## config.mk

```make
export PLATFORM = sky130hd
export DESIGN_NAME = dqs_tap_sweep
export DESIGN_NICKNAME = d
export VERILOG_FILES = /design/src/rtl/dqs_sweep_pkg.sv /design/src/rtl/dqs_lane_encode.sv /design/src/rtl/dqs_pass_window.sv /design/src/rtl/dqs_lane_bank.sv /design/src/rtl/dqs_tap_sweep.sv
export SDC_FILE = /design/constraint.sdc
export NUM_CORES = 1
export LEC_CHECK = 0
export BUFFER_PORTS_ARGS = -buffer_cell sky130_fd_sc_hd__buf_2
export CAP_MARGIN = 20
export CORE_MARGIN = 2
export CORE_UTILIZATION = 35
export CTS_CLUSTER_SIZE = 14
export DETAILED_ROUTE_END_ITERATION = 6
export GPL_TIMING_DRIVEN = 0
export HOLD_SLACK_MARGIN = 0.1
export PLACE_DENSITY = 0.55
export SYNTH_ARGS = -nofsm -noshare
export SYNTH_HDL_FRONTEND = slang
export SYNTH_SLANG_ARGS = --single-unit
```

## constraint.sdc

```tcl
create_clock -name clk -period 2.96 [get_ports clk]
set_input_delay 0.148 -clock clk [delete_from_list [all_inputs] [get_ports clk]]
set_output_delay 0.148 -clock clk [all_outputs]
set_load 0.05 [all_outputs]
```

## src/rtl/dqs_sweep_pkg.sv

```systemverilog
package dqs_sweep_pkg;

    typedef enum logic [2:0] {
        ST_IDLE,
        ST_PROGRAM,
        ST_TEST,
        ST_RELEASE,
        ST_FINISH,
        ST_REPORT
    } sweep_state_e;

    // Centre of the passing window, rounded upward.
    function automatic int unsigned centre_tap(input int unsigned lo, input int unsigned hi);
        return (lo + hi + 1) / 2;
    endfunction

    // Two-segment code: upper field carries the excess over half, lower field the tap modulo 2**seg_w.
    function automatic int unsigned split_code(input int unsigned tap,
                                               input int unsigned half,
                                               input int unsigned seg_w);
        int unsigned low_mask;
        low_mask = (32'd1 << seg_w) - 32'd1;
        if (tap > half)
            return ((tap - half) << seg_w) | (tap & low_mask);
        return tap;
    endfunction

endpackage

```

## src/rtl/dqs_lane_encode.sv

```systemverilog
module dqs_lane_encode
    import dqs_sweep_pkg::*;
#(
    parameter int TAP_MAX     = 63,
    parameter int SPLIT_CHAIN = 0,
    parameter int TAP_W       = 6,
    parameter int LANE_W      = 6
) (
    input  logic [TAP_W-1:0]  tap,
    output logic [LANE_W-1:0] code
);

    generate
        if (SPLIT_CHAIN != 0) begin : g_split
            localparam int HALF  = TAP_MAX / 2;
            localparam int SEG_W = $clog2(HALF + 1);
            assign code = LANE_W'(split_code(32'(tap), 32'(HALF), 32'(SEG_W)));
        end else begin : g_direct
            assign code = LANE_W'(tap);
        end
    endgenerate

endmodule

```

## src/rtl/dqs_pass_window.sv

```systemverilog
module dqs_pass_window
    import dqs_sweep_pkg::*;
#(
    parameter int TAP_W       = 6,
    parameter int DEFAULT_TAP = 8
) (
    input  logic             clk,
    input  logic             rst,
    input  logic             clear,
    input  logic             upd,
    input  logic             pass,
    input  logic [TAP_W-1:0] tap,
    output logic             found,
    output logic [TAP_W-1:0] final_tap
);

    logic [TAP_W-1:0] lo_q;
    logic [TAP_W-1:0] hi_q;
    logic             found_q;

    always_ff @(posedge clk) begin
        if (rst || clear) begin
            found_q <= 1'b0;
            lo_q    <= '0;
            hi_q    <= '0;
        end else if (upd && pass) begin
            if (!found_q) begin
                found_q <= 1'b1;
                lo_q    <= tap;
            end
            hi_q <= tap;
        end
    end

    assign found     = found_q;
    assign final_tap = found_q ? TAP_W'(centre_tap(32'(lo_q), 32'(hi_q)))
                               : TAP_W'(DEFAULT_TAP);


    window_order_chk: assert property (@(posedge clk) disable iff (rst)
        found_q |-> (lo_q <= hi_q));


    window_low_hold_chk: assert property (@(posedge clk) disable iff (rst)
        (found_q && !clear) |=> $stable(lo_q));

endmodule

```

## src/rtl/dqs_lane_bank.sv

```systemverilog
module dqs_lane_bank #(
    parameter int LANES        = 4,
    parameter int NARROW_LANES = 2,
    parameter int LANE_W       = 6
) (
    input  logic                    clk,
    input  logic                    rst,
    input  logic                    load,
    input  logic                    wide,
    input  logic [LANE_W-1:0]       code,
    output logic [LANES*LANE_W-1:0] lanes
);

    generate
        for (genvar g = 0; g < LANES; g++) begin : g_lane
            localparam bit ALWAYS_ON = (g < NARROW_LANES);
            logic [LANE_W-1:0] lane_q;

            always_ff @(posedge clk) begin
                if (rst)
                    lane_q <= '0;
                else if (load && (ALWAYS_ON || wide))
                    lane_q <= code;
            end

            assign lanes[g*LANE_W +: LANE_W] = lane_q;

            if (!ALWAYS_ON) begin : g_upper

                narrow_hold_chk: assert property (@(posedge clk) disable iff (rst)
                    (load && !wide) |=> $stable(lane_q));
            end
        end
    endgenerate

endmodule

```

## src/rtl/dqs_tap_sweep.sv

```systemverilog
module dqs_tap_sweep
    import dqs_sweep_pkg::*;
#(
    parameter int TAP_MAX      = 63,
    parameter int SPLIT_CHAIN  = 0,
    parameter int DEFAULT_TAP  = 8,
    parameter int TEST_LOOPS   = 8,
    parameter int LOOP_W       = 4,
    parameter int FAIL_W       = 8,
    parameter int LANES        = 4,
    parameter int NARROW_LANES = 2,
    localparam int TAP_W  = $clog2(TAP_MAX + 1),
    localparam int HALF   = TAP_MAX / 2,
    localparam int SEG_W  = $clog2(HALF + 1),
    localparam int LANE_W = (SPLIT_CHAIN != 0) ? 2 * SEG_W : TAP_W
) (
    input  logic                    clk,
    input  logic                    rst,
    input  logic                    start,
    input  logic                    wide,
    output logic                    test_req,
    output logic [LOOP_W-1:0]       test_loops,
    input  logic                    test_done,
    input  logic [FAIL_W-1:0]       test_fail_cnt,
    output logic [LANES*LANE_W-1:0] lane_taps,
    output logic                    cal_done,
    output logic                    cal_found,
    output logic [TAP_W-1:0]        cal_tap
);

    sweep_state_e      state_q;
    logic [TAP_W-1:0]  tap_q;
    logic              wide_q;
    logic [FAIL_W-1:0] fail_q;

    logic [TAP_W-1:0]  final_tap;
    logic [TAP_W-1:0]  code_tap;
    logic [LANE_W-1:0] code;
    logic              win_clear;
    logic              lane_load;

    always_ff @(posedge clk) begin
        if (rst) begin
            state_q <= ST_IDLE;
            tap_q   <= '0;
            wide_q  <= 1'b0;
            fail_q  <= '0;
        end else begin
            unique case (state_q)
                ST_IDLE: begin
                    if (start) begin
                        tap_q   <= '0;
                        wide_q  <= wide;
                        state_q <= ST_PROGRAM;
                    end
                end
                ST_PROGRAM: state_q <= ST_TEST;
                ST_TEST: begin
                    if (test_done) begin
                        fail_q  <= test_fail_cnt;
                        state_q <= ST_RELEASE;
                    end
                end
                ST_RELEASE: begin
                    if (tap_q == TAP_W'(TAP_MAX)) begin
                        state_q <= ST_FINISH;
                    end else begin
                        tap_q   <= tap_q + 1'b1;
                        state_q <= ST_PROGRAM;
                    end
                end
                ST_FINISH: state_q <= ST_REPORT;
                ST_REPORT: state_q <= ST_IDLE;
                default:   state_q <= ST_IDLE;
            endcase
        end
    end

    assign win_clear = (state_q == ST_IDLE) && start;
    assign lane_load = (state_q == ST_PROGRAM) || (state_q == ST_FINISH);
    assign code_tap  = (state_q == ST_FINISH) ? final_tap : tap_q;

    dqs_pass_window #(
        .TAP_W       (TAP_W),
        .DEFAULT_TAP (DEFAULT_TAP)
    ) u_window (
        .clk       (clk),
        .rst       (rst),
        .clear     (win_clear),
        .upd       (state_q == ST_RELEASE),
        .pass      (fail_q == '0),
        .tap       (tap_q),
        .found     (cal_found),
        .final_tap (final_tap)
    );

    dqs_lane_encode #(
        .TAP_MAX     (TAP_MAX),
        .SPLIT_CHAIN (SPLIT_CHAIN),
        .TAP_W       (TAP_W),
        .LANE_W      (LANE_W)
    ) u_encode (
        .tap  (code_tap),
        .code (code)
    );

    dqs_lane_bank #(
        .LANES        (LANES),
        .NARROW_LANES (NARROW_LANES),
        .LANE_W       (LANE_W)
    ) u_lanes (
        .clk   (clk),
        .rst   (rst),
        .load  (lane_load),
        .wide  (wide_q),
        .code  (code),
        .lanes (lane_taps)
    );

    assign test_req   = (state_q == ST_TEST);
    assign test_loops = LOOP_W'(TEST_LOOPS);
    assign cal_done   = (state_q == ST_REPORT);
    assign cal_tap    = final_tap;


    req_release_chk: assert property (@(posedge clk) disable iff (rst)
        (test_req && test_done) |=> !test_req);


    done_pulse_chk: assert property (@(posedge clk) disable iff (rst)
        cal_done |=> !cal_done);


    fallback_tap_chk: assert property (@(posedge clk) disable iff (rst)
        (cal_done && !cal_found) |-> (cal_tap == TAP_W'(DEFAULT_TAP)));


    sweep_end_chk: assert property (@(posedge clk) disable iff (rst)
        cal_done |-> (tap_q == TAP_W'(TAP_MAX)));

endmodule

```

==> flow_metrics.tcl, run 1 <==
set metrics [dict create \
    asyncSetResetFlopFracSynth 0 \
    start_kind "register" \
    portBuffers 45 \
    status "completed" \
    ant_nets 0 \
    dp_hpwl_mm 3.51 \
    min_to "state_q[0]" \
    avgSynthCellArea_um2 8.99 \
    r2r-end "u_lanes.g_lane[2].lane_q[3]" \
    die_y_um 83.7 \
    finClkSkew_ns 0.00350 \
    finalCritPeriodShare 0.786 \
    wire_per_inst_um 12.3 \
    reg2reg_from "u_window.hi_q[1]" \
    synthCells 247 \
    seq_area_frac_synth 0.388 \
    p_total_uw 1270 \
    synth_ff_type "dfxtp_1" \
    antenna_found_initial 0 \
    ctsHtreeMaxLevel 2 \
    vias 1813 \
    period_minus_slack_ns 2.33 \
    area_delta_synth_final_pct 22.8 \
    coreArea_mm2 0.00624 \
    gp_congestion 0.767 \
    viasPerCell 4.68 \
    reg2reg_depth 7 \
    multiInputGateArea_mm2 0.00114 \
    ios 50 \
    drv_cap 0 \
    timing.critical_path.fanout_max 3 \
    max_stage_delay_ns 0.43 \
    p_leak_uw 0.00118 \
    numClockSinks 43 \
    grt_pass1_wl_mm 8.15 \
    diodes 0 \
    syn_area_mm2 0.00222 \
    rsz0062_at_grt "no" \
    drtIter0Drc 56 \
    setup_viol 0 \
    totalWireLength_mm 4.76 \
    pre_cts_slack_ns 0.958 \
    rows 29 \
    hold_viol_final 0 \
    finalWorstSetupSlack_ns 0.632 \
    slew_viol_final 0 \
    path_cells "inv_1, fa_1, nor2b_1, o31a_1, o21ai_0, a21oi_1, buf_2" \
    die_area_mm2 0.00700 \
    final_common_cell "buf_2" \
    overflow 0 \
    fill_cells 655 \
    regArea_um2 861 \
    hold_slack_ns 0.168 \
    crit_path_end_kind "output port" \
    die_x_um 83.7 \
    power_density_mw_per_mm2 464 \
    drtPass1Iterations 4 \
    numCtsBuffers 5 \
    peakVddDrop_v 0.000185 \
    max_freq_ghz 0.430 \
    drive_gt1_frac 0.294 \
    grt_pass1_vias 1718 \
    ctsResizeCount 0 \
    synth_edf_count 0 \
    start_util 0.356 \
    fin_util 0.437 \
    synthesis.yosys.warnings 0 \
    drc 0 \
    path_class "reg2out" \
    synth-seq-cells 43 \
    clk_pin_slew_ns 0.08 \
    grt_max_degree 13 \
    mostFrequentLayoutCells "buf_2 (50), dfxtp_1 (43), nor2_1 (40)" \
    rrSetupSlack_ns 1.01 \
    clock_latency_ns 0.30 \
    nNetsFinal 330 \
    timing.setup.tns_ns 0 \
    holdCritStartpoint "start" \
    min_path_cells 3 \
    hp-class "in2reg" \
    synth_cell_types 47 \
    grt_use_total 0.145 \
    cp.arrival_ns 2.18 \
    cts_tree "yes" \
    cp_data_required_time_ns 2.81 \
    cts.path.max_buffers 2 \
    cts_root_buf "clkbuf_8" \
    cp_slowest_cell "fa_1" \
]
[sequential cells by signal (all words and copies together) (netlist names)]
signal,flops
u_window.lo_q,6
tap_q,6
u_lanes.g_lane.lane_q,12
wide_q,1
state_q,3
fail_q,8
u_window.found,1
u_window.hi_q,6
[per-stage QoR]
stage	cell area [µm²]	std cells
2_1_floorplan	2230	249
3_3_place_gp	2550	371
3_5_place_dp	2550	371
4_1_cts	2730	387
5_1_grt	2730	387
6_report	2730	387
[critical path: cells and delay by family (launching register included)]
| kind | cells | cell delay [ns] |
|---|---|---|
| compound gates | 3 | 0.52 |
| fa+ha+maj | 1 | 0.43 |
| buf+inv | 2 | 0.37 |
| flops | 1 | 0.36 |
| simple gates | 1 | 0.21 |
[logic make-up (layout without fill, tap and decap cells)]
| group | Yosys count | in the layout | share of synthesized area |
|---|---|---|---|
| buffers and inverters | 34 | 95 | 0.101 |
| muxes | 20 | 20 | 0.0901 |
| adders and majority gates | 7 | 7 | 0.0428 |
| AOI/OAI and AO/OA | 46 | 46 | 0.146 |
| and+or+nand+nor | 89 | 89 | 0.206 |
| other | 2 | 4 | 0.00338 |
| xor gates and xnor gates | 6 | 6 | 0.0237 |
| DFF | 43 | 43 | 0.388 |
[routing by layer]
| metal | vias to the layer above | global-route usage | wire, µm |
|---|---|---|---|
| met2 | 29 | 0.234 | 2220 |
| met4 | 0 | 0.0572 | 85 |
| met5 | - | 0 | 0 |
| met3 | 6 | 0.0336 | 174 |
| li1 | 957 | - | - |
| met1 | 821 | 0.187 | 2280 |
[how the worst max path moves through the flow]
| stage | start | endpoint | slack, ns | cells past startpoint |
|---|---|---|---|---|
| finish | u_window.hi_q[1] | cal_tap[5] | 0.63 | 7 |
| global route | u_window.hi_q[1] | cal_tap[5] | 0.46 | 7 |
| CTS | u_window.hi_q[1] | cal_tap[5] | 0.61 | 7 |
| detailed placement | u_window.hi_q[1] | cal_tap[5] | 0.96 | 7 |
| global placement | u_window.hi_q[1] | cal_tap[5] | 0.95 | 7 |
| floorplan | u_window.found | u_lanes.g_lane[1].lane_q[1] | 0.34 | 4 |
[where the power goes]
group / switching, µW / leakage (µW) / internal, µW
registers: 14.2 / 0.000348 / 599
clock network: 192 / 0.0000470 / 183
logic: 182 / 0.000783 / 95.2
[Yosys cell counts (2+ instances only)]
library cell	number	area share
dfxtp_1	43	0.39
nor2_1	40	0.068
buf_4	20	0.068
mux2i_1	20	0.090
nand2_1	19	0.032
a21oi_1	16	0.036
a211oi_1	10	0.034
ha_1	6	0.034
buf_2	5	0.011
o21ai_0	5	0.011
nor3_1	4	0.0090
and2_1	3	0.0085
clkbuf_1	3	0.0051
inv_1	3	0.0051
nand2b_1	3	0.0085
nor2b_1	3	0.0085
xnor2_1	3	0.012
xor2_1	3	0.012
and3_1	2	0.0056
and3b_1	2	0.0079
buf_6	2	0.010
conb_1	2	0.0034
nand3_1	2	0.0045
nor2_2	2	0.0056
nor4_2	2	0.011
o211ai_1	2	0.0068
o41ai_2	2	0.015
[layout make-up]
class	count	area share
Sequential cell	43	0.316
Clock inverter	1	0.00183
Clock buffer	6	0.0303
Multi-Input combinational cell	172	0.419
Tap cell	77	0.0353
Buffer	30	0.0766
Inverter	4	0.00550
Timing Repair Buffer	54	0.116
[repair_timing]
item / in CTS / in global routing
hold endpoints to repair: 9 / 0
setup buffers: 0 / 0
hold buffers: 9 / 0
endpoints found under the setup margin: 0 / 0
No activity file was read; power rests on OpenSTA's default activity.
==> run 2, diff against run 1 <==
- ABC_AREA: not set -> 1
- PLACE_DENSITY: 0.55 -> 0.57
- clock period: 2.96 -> 1.9 ns (I/O delays scaled with it)
==> run 2 against run 1 <==
The flow now finishes with violations (setup timing). Critical path depth rose by 5. Non-clock buffer count rose by 3. Critical path type unchanged. Clock skew rose by 0.0085 ns. First-iteration DRC count rose by 30%. Die area rose by 3.3%. Sequential power rose by 69%. Worst setup slack got worse by 0.65 ns. Final cell count rose by 24%. Core utilization rose by 4.5 points. Clock power rose by 130%. Area after synthesis rose by 3.4%.
==> flow_metrics.tcl, run 2 <==
set metrics [dict create \
    drive_gt1_frac 0.301 \
    gp_congestion 0.776 \
    path_cells "inv_2, nand2_2, inv_2, fa_2, inv_2, nand3_2, nand2_2, nand2_1, nand3b_1, inv_1, nor2_2, buf_6" \
    rrSetupSlack_ns 0.11 \
    die_x_um 85.0 \
    hp-class "in2reg" \
    ctsHtreeMaxLevel 2 \
    p_leak_uw 0.00149 \
    synth_common_cells "nand2_1 (51), inv_1 (50), dfxtp_1 (43), nor2_1 (39), o21ai_0 (27)" \
    switching_power_uw 997 \
    clk_pin_slew_ns 0.08 \
    slew_headroom 0.637 \
    numClockSinks 43 \
    clock_latency_ns 0.31 \
    crit_path_end_kind "output port" \
    cp_top_family "simple AND/OR/NAND/NOR gates" \
    timing.setup.tns_ns -0.0215 \
    diodes 0 \
    totalWireLength_mm 5.42 \
    wire_per_inst_um 11.3 \
    timing.critical_path.fanout_max 2 \
    cp.arrival_ns 1.83 \
    swShare 0.358 \
    ys_top_cells_by_area "dfxtp_1 (37%), nand2_1 (8.3%), inv_1 (8.2%), nor2_1 (6.4%), o21ai_0 (5.9%)" \
    ios 50 \
    finClkSkew_ns 0.0120 \
    min_to "state_q[0]" \
    vias 2179 \
    synth_edf_count 0 \
    violations "setup timing" \
    grt_pass1_vias 2071 \
    largestRegisters "u_lanes.g_lane.lane_q: 12 flops, fail_q: 8 flops" \
    crit_path_frequent_cell "inv_2" \
    synth_cell_types 36 \
    synth-seq-cells 43 \
    period_minus_slack_ns 1.92 \
    worstMarginPinSlew_ns 0.545 \
    reg2reg_depth 16 \
    combPwrFrac 0.323 \
    die_y_um 85.0 \
    cp_data_required_time_ns 1.80 \
    numCtsBuffers 5 \
    dp_hpwl_mm 4.02 \
    path_class "reg2out" \
    seqPwrFrac 0.373 \
    start_util 0.362 \
    power.internal_uw 1790 \
    setup_viol 1 \
    drc 0 \
    min_path_cells 3 \
    yosys.area.top_type "dfxtp_1" \
    finalWorstSetupSlack_ns -0.0215 \
    synth_ff_type "dfxtp_1" \
    rows 29 \
    synthCells 329 \
    nNetsFinal 421 \
    yosysTopAreaCellShare 0.375 \
    largest_reg_flops 12 \
    top_register "u_lanes.g_lane.lane_q" \
    p_total_uw 2790 \
    overflow 0 \
    antenna_found_initial 0 \
    grt_pass1_wl_mm 9.29 \
    cts_tree "yes" \
    syn_area_mm2 0.00230 \
    cts.path.max_buffers 2 \
    mostFrequentLayoutCells "nand2_1 (49), inv_1 (47), buf_2 (43)" \
    seq_area_frac_synth 0.375 \
    synth_most_common_cell "nand2_1" \
    hold_viol_final 0 \
    grt_use_total 0.160 \
    holdCritStartpoint "start" \
    avgSynthCellArea_um2 6.98 \
    max_freq_ghz 0.520 \
    coreArea_mm2 0.00635 \
    grt_max_degree 14 \
    synthesis.yosys.warnings 0 \
    viasPerCell 4.55 \
    reg2reg_from "u_window.lo_q[0]" \
    cts_root_buf "clkbuf_8" \
    drv_cap 0 \
    asyncSetResetFlopFracSynth 0 \
    rsz0062_at_grt "yes" \
    peakVddDrop_v 0.000423 \
    crit_buf_inv 5 \
    slew_viol_final 0 \
    cp_slowest_cell "fa_2" \
    p_clk_frac 0.304 \
    critPathLaunch "u_window.lo_q[0]" \
    max_stage_delay_ns 0.35 \
    finalCritPeriodShare 1.01 \
    status "complete, but fails checks" \
    area_delta_synth_final_pct 33.2 \
    final_common_cell "nand2_1" \
    drtIter0Drc 73 \
    ant_nets 0 \
    power_density_mw_per_mm2 910 \
    drtPass1Iterations 4 \
    die_area_mm2 0.00723 \
    start_kind "register" \
    r2r-end "u_lanes.g_lane[1].lane_q[5]" \
    portBuffers 45 \
]
==> run 2: cell count changes in the layout (fill, tap and decap cells not counted), moves of 9 or more <==
cell	change
o21ai_0	+22
inv_1	+44
a211oi_1	-10
mux2i_1	-20
nand3_1	+9
inv_2	+10
nand2_1	+30
==> run 2: layer usage <==
metal  vias to the layer above  track usage  wire length [µm]  share of wire
met5                         -            0                 0              0
met4                         0       0.0592                87          0.016
met3                         7       0.0389               264          0.049
met2                        52        0.271              2460           0.45
met1                       951        0.197              2600           0.48
li1                       1169            -                 -              -
==> run 2: cell type report <==
| cell class | count | area (µm²) |
|---|---|---|
| timing repair buffer | 63 | 429 |
| inverter | 59 | 224 |
| buffer | 24 | 176 |
| clock inverter | 2 | 60.1 |
| multi-input combinational | 205 | 1140 |
| clock buffer | 6 | 72.6 |
| fill | 634 | 3290 |
| sequential | 43 | 863 |
| tap | 77 | 96.3 |
==> run 2: kinds of logic after synthesis <==
group | synth area share
AOI/OAI and AO/OA | 0.147
xor gates and xnor gates | 0.00763
adders and majority gates | 0.0414
buffers and inverters | 0.174
DFF | 0.375
other | 0.00327
and+or+nand+nor | 0.252
==> run 2: per-stage QoR <==
step	instances	util	hold WS (ns)	cell area [µm²]	setup slack [ns]
3_5_place_dp	453	0.415	0.362	2640	0.0443
5_1_grt	479	0.482	0.156	3060	-0.149
4_1_cts	478	0.465	0.148	2960	-0.0687
6_report	479	0.482	0.155	3060	-0.0215
2_1_floorplan	331	-	0.243	2310	-0.0204
3_3_place_gp	453	0.415	0.352	2640	0.0531
==> run 2: repair_timing <==
item,in CTS,in global routing
setup endpoints to repair,4,8
gates resized for setup,13,20
pin swaps,3,3
buffers inserted,5,3
hold buffers,12,0
endpoints found under the hold margin,11,0
==> run 2: worst reg2reg max path, delay by kind of cell, from the launching register on <==
family	cells	cell delay, ns
buffers and inverters	7	0.46
AND/OR/NAND/NOR	8	0.60
adder cells (fa/ha/maj)	1	0.35
flip-flops	1	0.34
==> run 2: power groups by stage <==
stage	sequential (µW)	combinational (µW)	clock (µW)
global route	1050	978	907
finish	1040	899	846
CTS	1040	897	875
global placement	1060	862	0
floorplan	1190	568	0
detailed placement	1060	870	0
==> run 2: worst max-delay path by stage <==
stage	cells after the start	end
floorplan	6	u_lanes.g_lane[2].lane_q[0]
global placement	12	u_lanes.g_lane[1].lane_q[3]
detailed placement	12	u_lanes.g_lane[1].lane_q[3]
CTS	12	cal_tap[5]
global route	12	cal_tap[5]
finish	12	cal_tap[5]
